File: src/rtl/pm_pkg.sv
package pm_pkg;

    typedef enum logic [1:0] {
        PS_D0    = 2'b00,
        PS_D1    = 2'b01,
        PS_D2    = 2'b10,
        PS_D3HOT = 2'b11
    } pm_state_e;

    typedef enum logic [1:0] {
        SEQ_IDLE  = 2'd0,
        SEQ_RESET = 2'd1,
        SEQ_START = 2'd2,
        SEQ_WAIT  = 2'd3
    } seq_phase_e;

    typedef struct packed {
        pm_state_e state;
    } top_regs_t;

endpackage

File: src/rtl/pm_trans_check.sv
module pm_trans_check
    import pm_pkg::*;
(
    input  logic      wr,
    input  logic      blocked,
    input  pm_state_e cur,
    input  pm_state_e req,
    output logic      accept,
    output logic      wake_soft,
    output logic      wake_hot
);

    logic deeper;
    logic to_full;

    always_comb begin
        deeper    = req > cur;
        to_full   = (req == PS_D0) && (cur != PS_D0);
        accept    = wr && !blocked && (deeper || to_full);
        wake_soft = accept && to_full && ((cur == PS_D1) || (cur == PS_D2));
        wake_hot  = accept && to_full && (cur == PS_D3HOT);
    end

endmodule

File: src/rtl/pm_d0_event.sv
module pm_d0_event (
    input  logic clk,
    input  logic rst_n,
    input  logic set_evt,
    input  logic clr_evt,
    input  logic chip_rst,
    input  logic mask,
    output logic status,
    output logic irq_n
);

    typedef struct packed {
        logic status;
    } evt_regs_t;

    evt_regs_t r_q, r_d;

    always_comb begin
        r_d = r_q;
        if (chip_rst) begin
            r_d.status = 1'b0;
        end else if (set_evt) begin
            r_d.status = 1'b1;
        end else if (clr_evt) begin
            r_d.status = 1'b0;
        end
    end

    always_ff @(posedge clk or negedge rst_n) begin
        if (!rst_n) r_q <= '0;
        else        r_q <= r_d;
    end

    assign status = r_q.status;
    assign irq_n  = !(r_q.status && !mask);

    // clear without a simultaneous set empties the bit
    a_r6_clear_works: assert property (@(posedge clk) disable iff (!rst_n)
        (clr_evt && !set_evt) |=> !status);

    // a set event is visible one cycle later
    a_r4_set_visible: assert property (@(posedge clk) disable iff (!rst_n)
        (set_evt && !chip_rst) |=> status);

endmodule

File: src/rtl/pm_reset_seq.sv
module pm_reset_seq
    import pm_pkg::*;
#(
    parameter int unsigned RST_CYCLES = 3_300_000
) (
    input  logic clk,
    input  logic rst_n,
    input  logic kick,
    input  logic done,
    output logic sec_rst_n,
    output logic start,
    output logic busy
);

    localparam int unsigned CW = $clog2(RST_CYCLES + 1);
    localparam logic [CW-1:0] LAST = CW'(RST_CYCLES - 1);

    typedef struct packed {
        seq_phase_e    phase;
        logic [CW-1:0] cnt;
    } seq_regs_t;

    seq_regs_t r_q, r_d;

    always_comb begin
        r_d = r_q;
        unique case (r_q.phase)
            SEQ_IDLE: begin
                if (kick) begin
                    r_d.phase = SEQ_RESET;
                    r_d.cnt   = '0;
                end
            end
            SEQ_RESET: begin
                if (r_q.cnt == LAST) begin
                    r_d.phase = SEQ_START;
                    r_d.cnt   = '0;
                end else begin
                    r_d.cnt = r_q.cnt + 1'b1;
                end
            end
            SEQ_START: r_d.phase = SEQ_WAIT;
            SEQ_WAIT:  if (done) r_d.phase = SEQ_IDLE;
            default:   r_d.phase = SEQ_IDLE;
        endcase
    end

    always_ff @(posedge clk or negedge rst_n) begin
        if (!rst_n) r_q <= '{phase: SEQ_IDLE, cnt: '0};
        else        r_q <= r_d;
    end

    assign sec_rst_n = (r_q.phase != SEQ_RESET);
    assign start     = (r_q.phase == SEQ_START);
    assign busy      = (r_q.phase != SEQ_IDLE);

    // the reset counter never passes the programmed length
    a_r7_cnt_bound: assert property (@(posedge clk) disable iff (!rst_n)
        r_q.cnt < CW'(RST_CYCLES));

    // the start pulse lasts one cycle
    a_r8_start_single: assert property (@(posedge clk) disable iff (!rst_n)
        start |=> !start);

    // the start pulse follows the end of the reset
    a_r8_start_after_rst: assert property (@(posedge clk) disable iff (!rst_n)
        $rose(sec_rst_n) |-> start);

endmodule

File: src/rtl/pm_state_ctrl.sv
module pm_state_ctrl
    import pm_pkg::*;
#(
    parameter int unsigned RST_CYCLES = 3_300_000
) (
    input  logic       clk,
    input  logic       rst_n,
    input  logic       cfg_wr,
    input  logic [1:0] cfg_wr_state,
    input  logic       cfg_wr_clr,
    input  logic       evt_mask,
    input  logic       preload_done,
    output logic [1:0] pwr_state,
    output logic       d0_status,
    output logic       sec_irq_n,
    output logic       sec_rst_n,
    output logic       preload_start,
    output logic       busy
);

    top_regs_t r_q, r_d;
    logic      accept;
    logic      wake_soft;
    logic      wake_hot;
    logic      clr_ok;

    pm_trans_check u_chk (
        .wr        (cfg_wr),
        .blocked   (busy),
        .cur       (r_q.state),
        .req       (pm_state_e'(cfg_wr_state)),
        .accept    (accept),
        .wake_soft (wake_soft),
        .wake_hot  (wake_hot)
    );

    assign clr_ok = cfg_wr && cfg_wr_clr && !busy;

    pm_d0_event u_evt (
        .clk      (clk),
        .rst_n    (rst_n),
        .set_evt  (wake_soft),
        .clr_evt  (clr_ok),
        .chip_rst (wake_hot),
        .mask     (evt_mask),
        .status   (d0_status),
        .irq_n    (sec_irq_n)
    );

    pm_reset_seq #(.RST_CYCLES(RST_CYCLES)) u_seq (
        .clk       (clk),
        .rst_n     (rst_n),
        .kick      (wake_hot),
        .done      (preload_done),
        .sec_rst_n (sec_rst_n),
        .start     (preload_start),
        .busy      (busy)
    );

    always_comb begin
        r_d = r_q;
        if (accept) r_d.state = pm_state_e'(cfg_wr_state);
    end

    always_ff @(posedge clk or negedge rst_n) begin
        if (!rst_n) r_q <= '{state: PS_D0};
        else        r_q <= r_d;
    end

    assign pwr_state = r_q.state;

    // a non-D0 request for more power leaves the state alone
    a_r3_illegal_ignored: assert property (@(posedge clk) disable iff (!rst_n)
        (cfg_wr && (cfg_wr_state != 2'b00) && (cfg_wr_state < pwr_state))
        |=> $stable(pwr_state));

    // writes while busy change nothing
    a_r9_busy_locks: assert property (@(posedge clk) disable iff (!rst_n)
        (busy && cfg_wr) |=> ($stable(pwr_state) && $stable(d0_status)));

    // leaving D3hot for D0 pulls the secondary reset low
    a_r7_hot_wake_reset: assert property (@(posedge clk) disable iff (!rst_n)
        (cfg_wr && !busy && (pwr_state == 2'b11) && (cfg_wr_state == 2'b00))
        |=> (!sec_rst_n && (pwr_state == 2'b00) && !d0_status));

    // interrupt is never active while masked
    a_r5_mask_blocks: assert property (@(posedge clk) disable iff (!rst_n)
        evt_mask |-> sec_irq_n);

    // deeper moves trigger no reset sequence
    a_r10_no_side_effect: assert property (@(posedge clk) disable iff (!rst_n)
        (!busy && cfg_wr && (cfg_wr_state > pwr_state)) |=> !busy);

endmodule

File: config.mk
export PLATFORM = sky130hd
export DESIGN_NAME = pm_state_ctrl
export DESIGN_NICKNAME = d
export VERILOG_FILES = /design/src/rtl/pm_pkg.sv /design/src/rtl/pm_trans_check.sv /design/src/rtl/pm_d0_event.sv /design/src/rtl/pm_reset_seq.sv /design/src/rtl/pm_state_ctrl.sv
export SDC_FILE = /design/constraint.sdc
export NUM_CORES = 1
export LEC_CHECK = 0
export ABC_CLOCK_PERIOD_IN_PS = 2400
export BUFFER_PORTS_ARGS = -buffer_cell sky130_fd_sc_hd__buf_2
export CAP_MARGIN = 15
export CORE_UTILIZATION = 55
export CTS_BUF_LIST = sky130_fd_sc_hd__clkbuf_8 sky130_fd_sc_hd__clkbuf_16
export DETAILED_ROUTE_END_ITERATION = 8
export PLACE_DENSITY = 0.86
export REMOVE_ABC_BUFFERS = 1
export SLEW_MARGIN = 20
export SYNTH_ARGS = -nofsm -noshare
export SYNTH_HDL_FRONTEND = slang
export SYNTH_SLANG_ARGS = --single-unit
File: constraint.sdc
create_clock -name clk -period 2.4 [get_ports clk]
set_input_delay 0.24 -clock clk [delete_from_list [all_inputs] [get_ports clk]]
set_output_delay 0.24 -clock clk [all_outputs]
set_load 0.03 [all_outputs]
==> results of run 1 <==
## synthesized netlist by cell type (2+ instances only)
cell type	number	area [um2]
dfrtp_1	27	676
nand2_1	17	63.8
inv_1	15	56.3
nor2_1	15	56.3
a22o_1	13	114
ha_1	11	138
o21ai_0	11	55.1
nand3_1	10	50.1
a21oi_1	7	35.0
a21o_1	6	45.0
nor3_1	6	30.0
nand4_1	5	31.3
and3_1	4	25.0
clkbuf_1	4	15.0
nor4_1	4	25.0
mux2i_1	3	30.0
nand2b_1	3	18.8
o22ai_1	3	18.8
a41oi_1	2	17.5
and2b_1	2	15.0
buf_2	2	10.0
nand4bb_1	2	22.5
o2bb2ai_1	2	17.5
or3_1	2	12.5
or4_1	2	15.0
## area by class of cell
type / instances / area share [%]
clock buffer: 3 / 2.12
clock inverter: 1 / 0.193
inverter: 15 / 2.89
multi-input combinational: 144 / 50.5
sequential: 27 / 34.7
tap: 44 / 2.82
timing repair buffer: 22 / 6.80
## metrics by stage
step           instance area (um2)  setup WS (ps)  hold slack [ps]
2_1_floorplan                 1710           -267            -55.6
3_3_place_gp                  1890            207              281
3_5_place_dp                  1890            124              287
4_1_cts                       1940           97.5              239
5_1_grt                       1950           34.9              240
6_report                      1950            157              242
## worst max-delay path: cells and delay by family, from the launching register on
family | cells | cell delay, ps
AO/OA/AOI/OAI | 2 | 430
buffers and inverters | 1 | 210
flip-flops | 1 | 450
AND/OR/NAND/NOR | 3 | 1040
## state kept, by name, indices dropped and copies added (netlist names)
name	cells
u_evt.status	1
pwr_state	2
u_seq.r_q	24
## where the power goes
group / switching, mW / total, mW / internal (mW)
clock network: 0.143 / 0.257 / 0.115
logic: 0.0137 / 0.0204 / 0.00671
registers: 0 / 0.454 / 0.454
total: 0.156 / 0.732 / 0.576
## logic make-up after synthesis
logic type	synth area share (%)
flip-flops	39.0
buffers and inverters	4.69
adder cells (fa/ha/maj)	7.94
AND/OR/NAND/NOR	24.5
AO/OA/AOI/OAI	21.6
multiplexers	2.38
## timing repair
item / 4_1_cts / 5_1_grt
gates resized for setup: 0 / 1
endpoints found under the setup margin: 0 / 2
hold buffers: 1 / 0
endpoints found under the hold margin: 27 / 0
## layer usage
layer | part of all wire [%] | track usage, %
met1 | 47 | 32.5
met2 | 49 | 39.6
met3 | 2.6 | 3.13
met4 | 1.6 | 10.5
met5 | 0 | 0
## worst paths after layout
kind / endpoint
min: pwr_state[1]
max: u_seq.r_q[20]
max reg2reg: u_seq.r_q[20]
min reg2reg: u_seq.r_q[21]
max in group asynchronous: u_seq.r_q[0]
min in group asynchronous: u_seq.r_q[14]
==> reports/qor.csv, run 1 <==
stage,metric,value,unit
synth,synth.avg_cell_area,9.03,um2
placement,gp_congestion,0.819,
route,ant_nets,0,
route,viasPerCell,6.08,
synth,synth_edf_count,0,
placement,placedCellCount,251,
floorplan,die_area,3380,um2
critical_path,r2r_slack,160,ps
clock_tree,clkTransAtPathRegs,90,ps
route,drt_iter0_drc,56,
sta,tightest_slew,626,ps
critical_path,cp-start-kind,flip-flop,
synth,synth_area,1730,um2
route,routed_wl,3.74,mm
sta,slew_violations,0,
synth,synthCells,192,
finish,n_antenna_cell,0,
sta,fmax,0.446,GHz
finish,instances_no_fill,256,
synth,ys_ff_latch,27,
critical_path,crit_start,u_seq.r_q[15],
sta,finalSetupViolCount,0,
clock_tree,cts_setup_buffers,0,
job,max-cap-violations,0,
floorplan,die_h,58.2,um
critical_path,cp_max_fo,13,
clock_tree,cts.path.max_buffers,2,
global_routing,overflow,0,
clock_tree,clock_latency,270,ps
clock_tree,cts_tree,yes,
sta,final-hold-violation-count,0,
critical_path,worstSetupEndpointType,flip-flop,
pwr,p_leak,0.901,nW
synth,synth.distinct_cells,39,
route,firstDrtPassIters,4,
clock_tree,cts.sinks,27,
finish,fillCellCount,252,
critical_path,worstSetupPathType,reg2reg,
sta,rsz0062_at_grt,no,
clock_tree,h-tree-depth,1,
floorplan,die_w,58.2,um
placement,portBuffers,14,
floorplan,core,3030,um2
min_path,min_path_type,in2reg,
finish,layout_common_cells,"27 x dfrtp_1, 17 x nand2_1, 16 x inv_1",
synth,yosysWarnings,0,
sta,post-route-period-util,93.4,%
clock_tree,root_buffer,clkbuf_8,
min_path,whs_path_depth,2,
pwr,power.total,0.732,mW
critical_path,worstPathCellList,or4_1 > nor4_4 > a21oi_1 > buf_4 > and3_1 > a221o_1,
finish,final_util,64.4,%
finish,multi_input_area,985,um2
floorplan,top_level_ports,15,
route,wire_per_inst,14.6,um
placement,dp_hpwl,2.65,mm
finish,nets,232,
route,drc,0,
finish,final_common_cell,dfrtp_1,
global_routing,track_usage,24.3,%
sta,finClkSkew,3.81,ps
critical_path,cpPeakStageDelay,590,ps
sta,slew_headroom,58.1,%
pwr,ir_drop,0.239,mV
global_routing,grt_pass1_wl,6.31,mm
critical_path,r2r_cells,6,
route,num_vias,1557,
pwr,p_per_area,376,nW/um2
floorplan,start_util,57.3,%
critical_path,r2r_start,u_seq.r_q[15],
run_status,outcome,completed,
sta,tns,0,ps
synth,ys_seq_area_share,39.0,%
clock_tree,numCtsBuffers,3,
finish,syn2layout_area_growth,12.4,%
global_routing,grt_pass1_vias,1412,
min_path,min_from,cfg_wr_state[1],
critical_path,critPathArrivalTime,2400,ps
global_routing,antenna_found_initial,0,
synth,async_flop_share,100,%
floorplan,num_rows,20,
synth,synthFlopType,dfrtp_1,
critical_path,critPathSlowestCell,or4_1,
sta,timing.final.crit_period,2240,ps
global_routing,grt_max_degree,28,
finish,drive_gt1_share,13.2,%
critical_path,critical_path_required,2560,ps
finish,regArea,676,um2
No activity file was read; power rests on OpenSTA's default activity.
==> run 2, diff against run 1 <==
Settings changed: CTS_BUF_LIST sky130_fd_sc_hd__clkbuf_8 sky130_fd_sc_hd__clkbuf_16 to sky130_fd_sc_hd__clkbuf_2.
==> run 2 against run 1 <==
Largest power group unchanged. Critical endpoint is now u_seq.r_q[23]. Global-route usage decreased by 0.33 points. Die area unchanged. First-iteration DRC count grew 20%.
==> reports/qor.csv, run 2 (synthesized netlist as in run 1, its figures left out) <==
stage,metric,value,unit
run_status,outcome,completed,
route,viasPerCell,6.07,
route,drt_iter0_drc,67,
finish,largest_register_ffs,24,
global_routing,grt_pass1_wl,6.22,mm
clock_tree,numCtsBuffers,3,
route,routed_wl,3.72,mm
job,max-cap-violations,0,
floorplan,die_h,58.2,um
critical_path,critPathSlowestCell,or4_1,
finish,n_antenna_cell,0,
min_path,min_from,cfg_wr_state[1],
critical_path,cpPeakStageDelay,590,ps
clock_tree,cts_tree,yes,
route,num_vias,1555,
sta,tightest_slew,644,ps
critical_path,r2r_start,u_seq.r_q[15],
critical_path,critPathArrivalTime,2530,ps
floorplan,top_level_ports,15,
finish,final_util,63.6,%
critical_path,critical_path_required,2670,ps
clock_tree,clkTransAtPathRegs,260,ps
global_routing,antenna_found_initial,0,
pwr,ir_drop,0.208,mV
floorplan,die_w,58.2,um
sta,timing.final.crit_period,2260,ps
clock_tree,cts_setup_buffers,0,
pwr,p_sw,0.150,mW
sta,slew_violations,0,
route,firstDrtPassIters,4,
critical_path,worstSetupPathType,reg2reg,
finish,nets,232,
clock_tree,cts.sinks,27,
global_routing,grt_max_degree,28,
global_routing,track_usage,23.9,%
sta,finalSetupViolCount,0,
critical_path,critPathBufInv,0,
global_routing,overflow,0,
floorplan,die_area,3380,um2
route,drc,0,
route,wire_per_inst,14.5,um
pwr,power.internal,0.507,mW
placement,gp_congestion,0.819,
sta,finClkSkew,8.87,ps
route,ant_nets,0,
pwr,p_per_area,341,nW/um2
pwr,pwr-share-comb,3.2,%
clock_tree,cts.path.max_buffers,2,
sta,post-route-period-util,94.0,%
critical_path,worstPathCellList,or4_1 > nor4_4 > a21oi_1 > a211o_1 > mux2_1,
clock_tree,h-tree-depth,1,
clock_tree,clock_latency,350,ps
pwr,p_leak,0.890,nW
critical_path,cp_max_fo,6,
critical_path,crit_start,u_seq.r_q[15],
critical_path,crit_family,simple AND/OR/NAND/NOR gates,
clock_tree,root_buffer,clkbuf_2,
sta,final-hold-violation-count,0,
finish,drive_gt1_share,13.7,%
pwr,netSwitchingFraction,22.8,%
finish,final_common_cell,dfrtp_1,
floorplan,num_rows,20,
placement,portBuffers,14,
pwr,pwr-share-seq,69.5,%
placement,dp_hpwl,2.65,mm
finish,final_area,1920,um2
placement,place_area,1890,um2
floorplan,start_util,57.3,%
sta,rsz0062_at_grt,no,
min_path,min_path_type,in2reg,
finish,regMostFlops,u_seq.r_q,
finish,layout_common_cells,"27 x dfrtp_1, 17 x nand2_1, 15 x inv_1, 15 x nor2_1, 14 x buf_2",
sta,tns,0,ps
global_routing,grt_pass1_vias,1390,
floorplan,core,3030,um2
critical_path,worstSetupEndpointType,flip-flop,
pwr,clock_power_share,27.4,%
critical_path,cp-start-kind,flip-flop,
sta,fmax,0.443,GHz
sta,slew_headroom,56.9,%
finish,syn2layout_area_growth,11.0,%
-- run 2: power groups by stage --
stage / logic (mW) / clock network, mW / registers [mW]
final: 0.0208 / 0.180 / 0.456
after global routing: 0.0241 / 0.200 / 0.457
after CTS: 0.0213 / 0.186 / 0.456
after detailed placement: 0.0200 / 0 / 0.464
after global placement: 0.0194 / 0 / 0.464
after floorplan: 0.00277 / 0 / 0.464
-- run 2: cell type report --
| type | count | area [um2] |
|---|---|---|
| clock buffers | 4 | 20.0 |
| multi-input cells | 144 | 985 |
| inverters | 15 | 56.3 |
| repair buffers | 22 | 133 |
| fillers | 262 | 1100 |
| well taps | 44 | 55.1 |
| flip-flops and latches | 27 | 676 |
-- run 2: worst reg2reg max path, delay by kind of cell (launching register included) --
family / cells / cell delay (ps)
simple gates: 2 / 870
mux: 1 / 320
compound gates: 2 / 500
flops: 1 / 500
-- run 2: path summary, 6_finish.rpt --
check | endpoint | slack [ps] | cells past startpoint
worst min-delay path | pwr_state[1] | 140 | 2
min in group asynchronous | u_seq.r_q[17] | 380 | 2
max in group asynchronous | u_seq.r_q[22] | 1600 | 2
worst max register to register | u_seq.r_q[23] | 140 | 5
worst max-delay path | u_seq.r_q[23] | 140 | 5
worst min register to register | u_seq.r_q[11] | 580 | 1
-- run 2: metal layers --
metal | routed length (um) | global-route usage [%] | up-vias
met2 | 1790 | 39.2 | 40
li1 | - | - | 754
met1 | 1740 | 32.2 | 755
met3 | 129 | 2.68 | 6
met4 | 59 | 10.2 | 0
met5 | 0 | 0 | -
-- run 2: per-stage QoR --
stage                     hold slack, ps  std cells  total power [mW]  setup slack [ps]
after global placement               281        251             0.483               207
after floorplan                    -55.6        186             0.466              -267
final                                141        256             0.657               144
after detailed placement             287        251             0.484               124
after global routing                 113        256             0.681              29.0
after CTS                            129        256             0.664              70.9
-- run 2: repair_timing --
action,in CTS,in global routing
endpoints found under the setup margin,0,3
hold buffers,1,0
resized for setup,0,1
endpoints found under the hold margin,27,0
==> run 3, diff against run 2 <==
Settings changed: CTS_BUF_LIST sky130_fd_sc_hd__clkbuf_2 to default.
==> run 3 against run 2 <==
Design area up 0.32%. First-iteration DRC count is 30% lower. Setup slack improved by 8.8 ps. Sequential share of layout area shrank 0.11 points. Via count shrank 0.71%. Critical path type unchanged. Largest power group unchanged.
==> reports/qor.csv, run 3 (synthesized netlist as in run 1, its figures left out) <==
stage,metric,value,unit
critical_path,critical_path_required,2630,ps
clock_tree,clock_latency,330,ps
min_path,min_from,cfg_wr_state[1],
finish,final_common_cell,dfrtp_1,
sta,slew_headroom,57.8,%
route,ant_nets,0,
pwr,p_per_area,352,nW/um2
global_routing,grt_pass1_wl,6.21,mm
sta,finClkSkew,4.88,ps
finish,largest_register_ffs,24,
sta,rsz0062_at_grt,no,
finish,n_antenna_cell,0,
sta,fmax,0.445,GHz
critical_path,cp_max_fo,13,
floorplan,die_area,3380,um2
route,num_vias,1544,
min_path,min_path_type,in2reg,
finish,syn2layout_area_growth,11.3,%
pwr,p_leak,0.889,nW
floorplan,start_util,57.3,%
floorplan,num_rows,20,
clock_tree,cts_tree,yes,
global_routing,grt_pass1_vias,1397,
clock_tree,cts.sinks,27,
placement,place_area,1890,um2
sta,post-route-period-util,93.6,%
route,drc,0,
clock_tree,numCtsBuffers,3,
critical_path,r2r_start,u_seq.r_q[15],
floorplan,core,3030,um2
finish,layout_common_cells,"27 x dfrtp_1, 17 x nand2_1, 15 x inv_1, 15 x nor2_1, 14 x buf_2",
global_routing,overflow,0,
critical_path,crit_start,u_seq.r_q[15],
global_routing,grt_max_degree,28,
route,viasPerCell,6.03,
finish,final_util,63.8,%
sta,slew_violations,0,
floorplan,top_level_ports,15,
critical_path,cp-start-kind,flip-flop,
route,firstDrtPassIters,5,
route,wire_per_inst,14.4,um
finish,drive_gt1_share,13.2,%
job,max-cap-violations,0,
route,drt_iter0_drc,47,
finish,final_area,1930,um2
sta,tightest_slew,631,ps
critical_path,worstSetupPathType,reg2reg,
placement,portBuffers,14,
floorplan,die_w,58.2,um
pwr,ir_drop,0.208,mV
sta,final-hold-violation-count,0,
clock_tree,h-tree-depth,1,
route,routed_wl,3.69,mm
critical_path,worstSetupEndpointType,flip-flop,
sta,timing.final.crit_period,2250,ps
clock_tree,clkTransAtPathRegs,150,ps
clock_tree,cts_setup_buffers,0,
finish,nets,232,
finish,regMostFlops,u_seq.r_q,
global_routing,antenna_found_initial,0,
critical_path,critPathArrivalTime,2470,ps
global_routing,track_usage,23.9,%
floorplan,die_h,58.2,um
run_status,outcome,completed,
sta,finalSetupViolCount,0,
placement,gp_congestion,0.819,
placement,dp_hpwl,2.65,mm
clock_tree,root_buffer,clkbuf_4,
clock_tree,cts.path.max_buffers,2,
run 3: cell counts in the layout (fill, tap and decap cells not counted):
Identical to the previous run, type by type.
run 3: per-layer routing:
layer | share of wire (%) | up-vias | global-route usage (%)
met5 | 0 | - | 0
met4 | 1.1 | 0 | 10.9
met3 | 3.7 | 5 | 2.68
met2 | 48 | 38 | 39.1
met1 | 47 | 746 | 32.1
li1 | - | 755 | -
run 3: layout make-up:
| cell class | instances | area [um2] |
|---|---|---|
| Multi-Input combinational cell | 144 | 985 |
| Sequential cell | 27 | 676 |
| Timing Repair Buffer | 22 | 133 |
| Tap cell | 44 | 55.1 |
| Inverter | 15 | 56.3 |
| Fill cell | 255 | 1100 |
| Clock buffer | 4 | 26.3 |
run 3: final timing paths:
path / endpoint / slack (ps) / depth (start not counted)
worst min-delay path: pwr_state[1] / 180 / 2
min in group asynchronous: u_seq.r_q[17] / 430 / 2
worst min register to register: u_seq.r_q[21] / 570 / 2
max in group asynchronous: u_seq.r_q[0] / 1570 / 2
worst max-delay path: u_seq.r_q[20] / 150 / 6
worst max register to register: u_seq.r_q[20] / 150 / 6
run 3: repair_timing:
action                                 CTS  global route
setup endpoints to repair                0             2
endpoints found under the hold margin   27             0
hold buffers                             1             0
gates resized for setup                  0             1
run 3: where the power goes:
part           switching [mW]  internal, mW  total [mW]
combinational          0.0137       0.00671      0.0204
sequential                  0         0.455       0.455
clock                   0.139        0.0651       0.204
total                   0.152         0.527       0.679
run 3: through the flow:
stage	power (mW)	hold slack (ps)	TNS [ps]	setup slack, ps	std cells
final	0.679	179	0	153	256
after global routing	0.702	172	0	42.0	256
after CTS	0.683	176	0	87.4	256
after detailed placement	0.484	287	0	124	251
after global placement	0.483	281	0	207	251
after floorplan	0.466	-55.6	-2620	-267	186
run 3: critical path, stage by stage, from the launching register on:
cell and delay (ps):
dfrtp_1 470, or4_1 590, nor4_4 280, a21oi_1 160, buf_4 210, and3_1 170
a221o_1 270
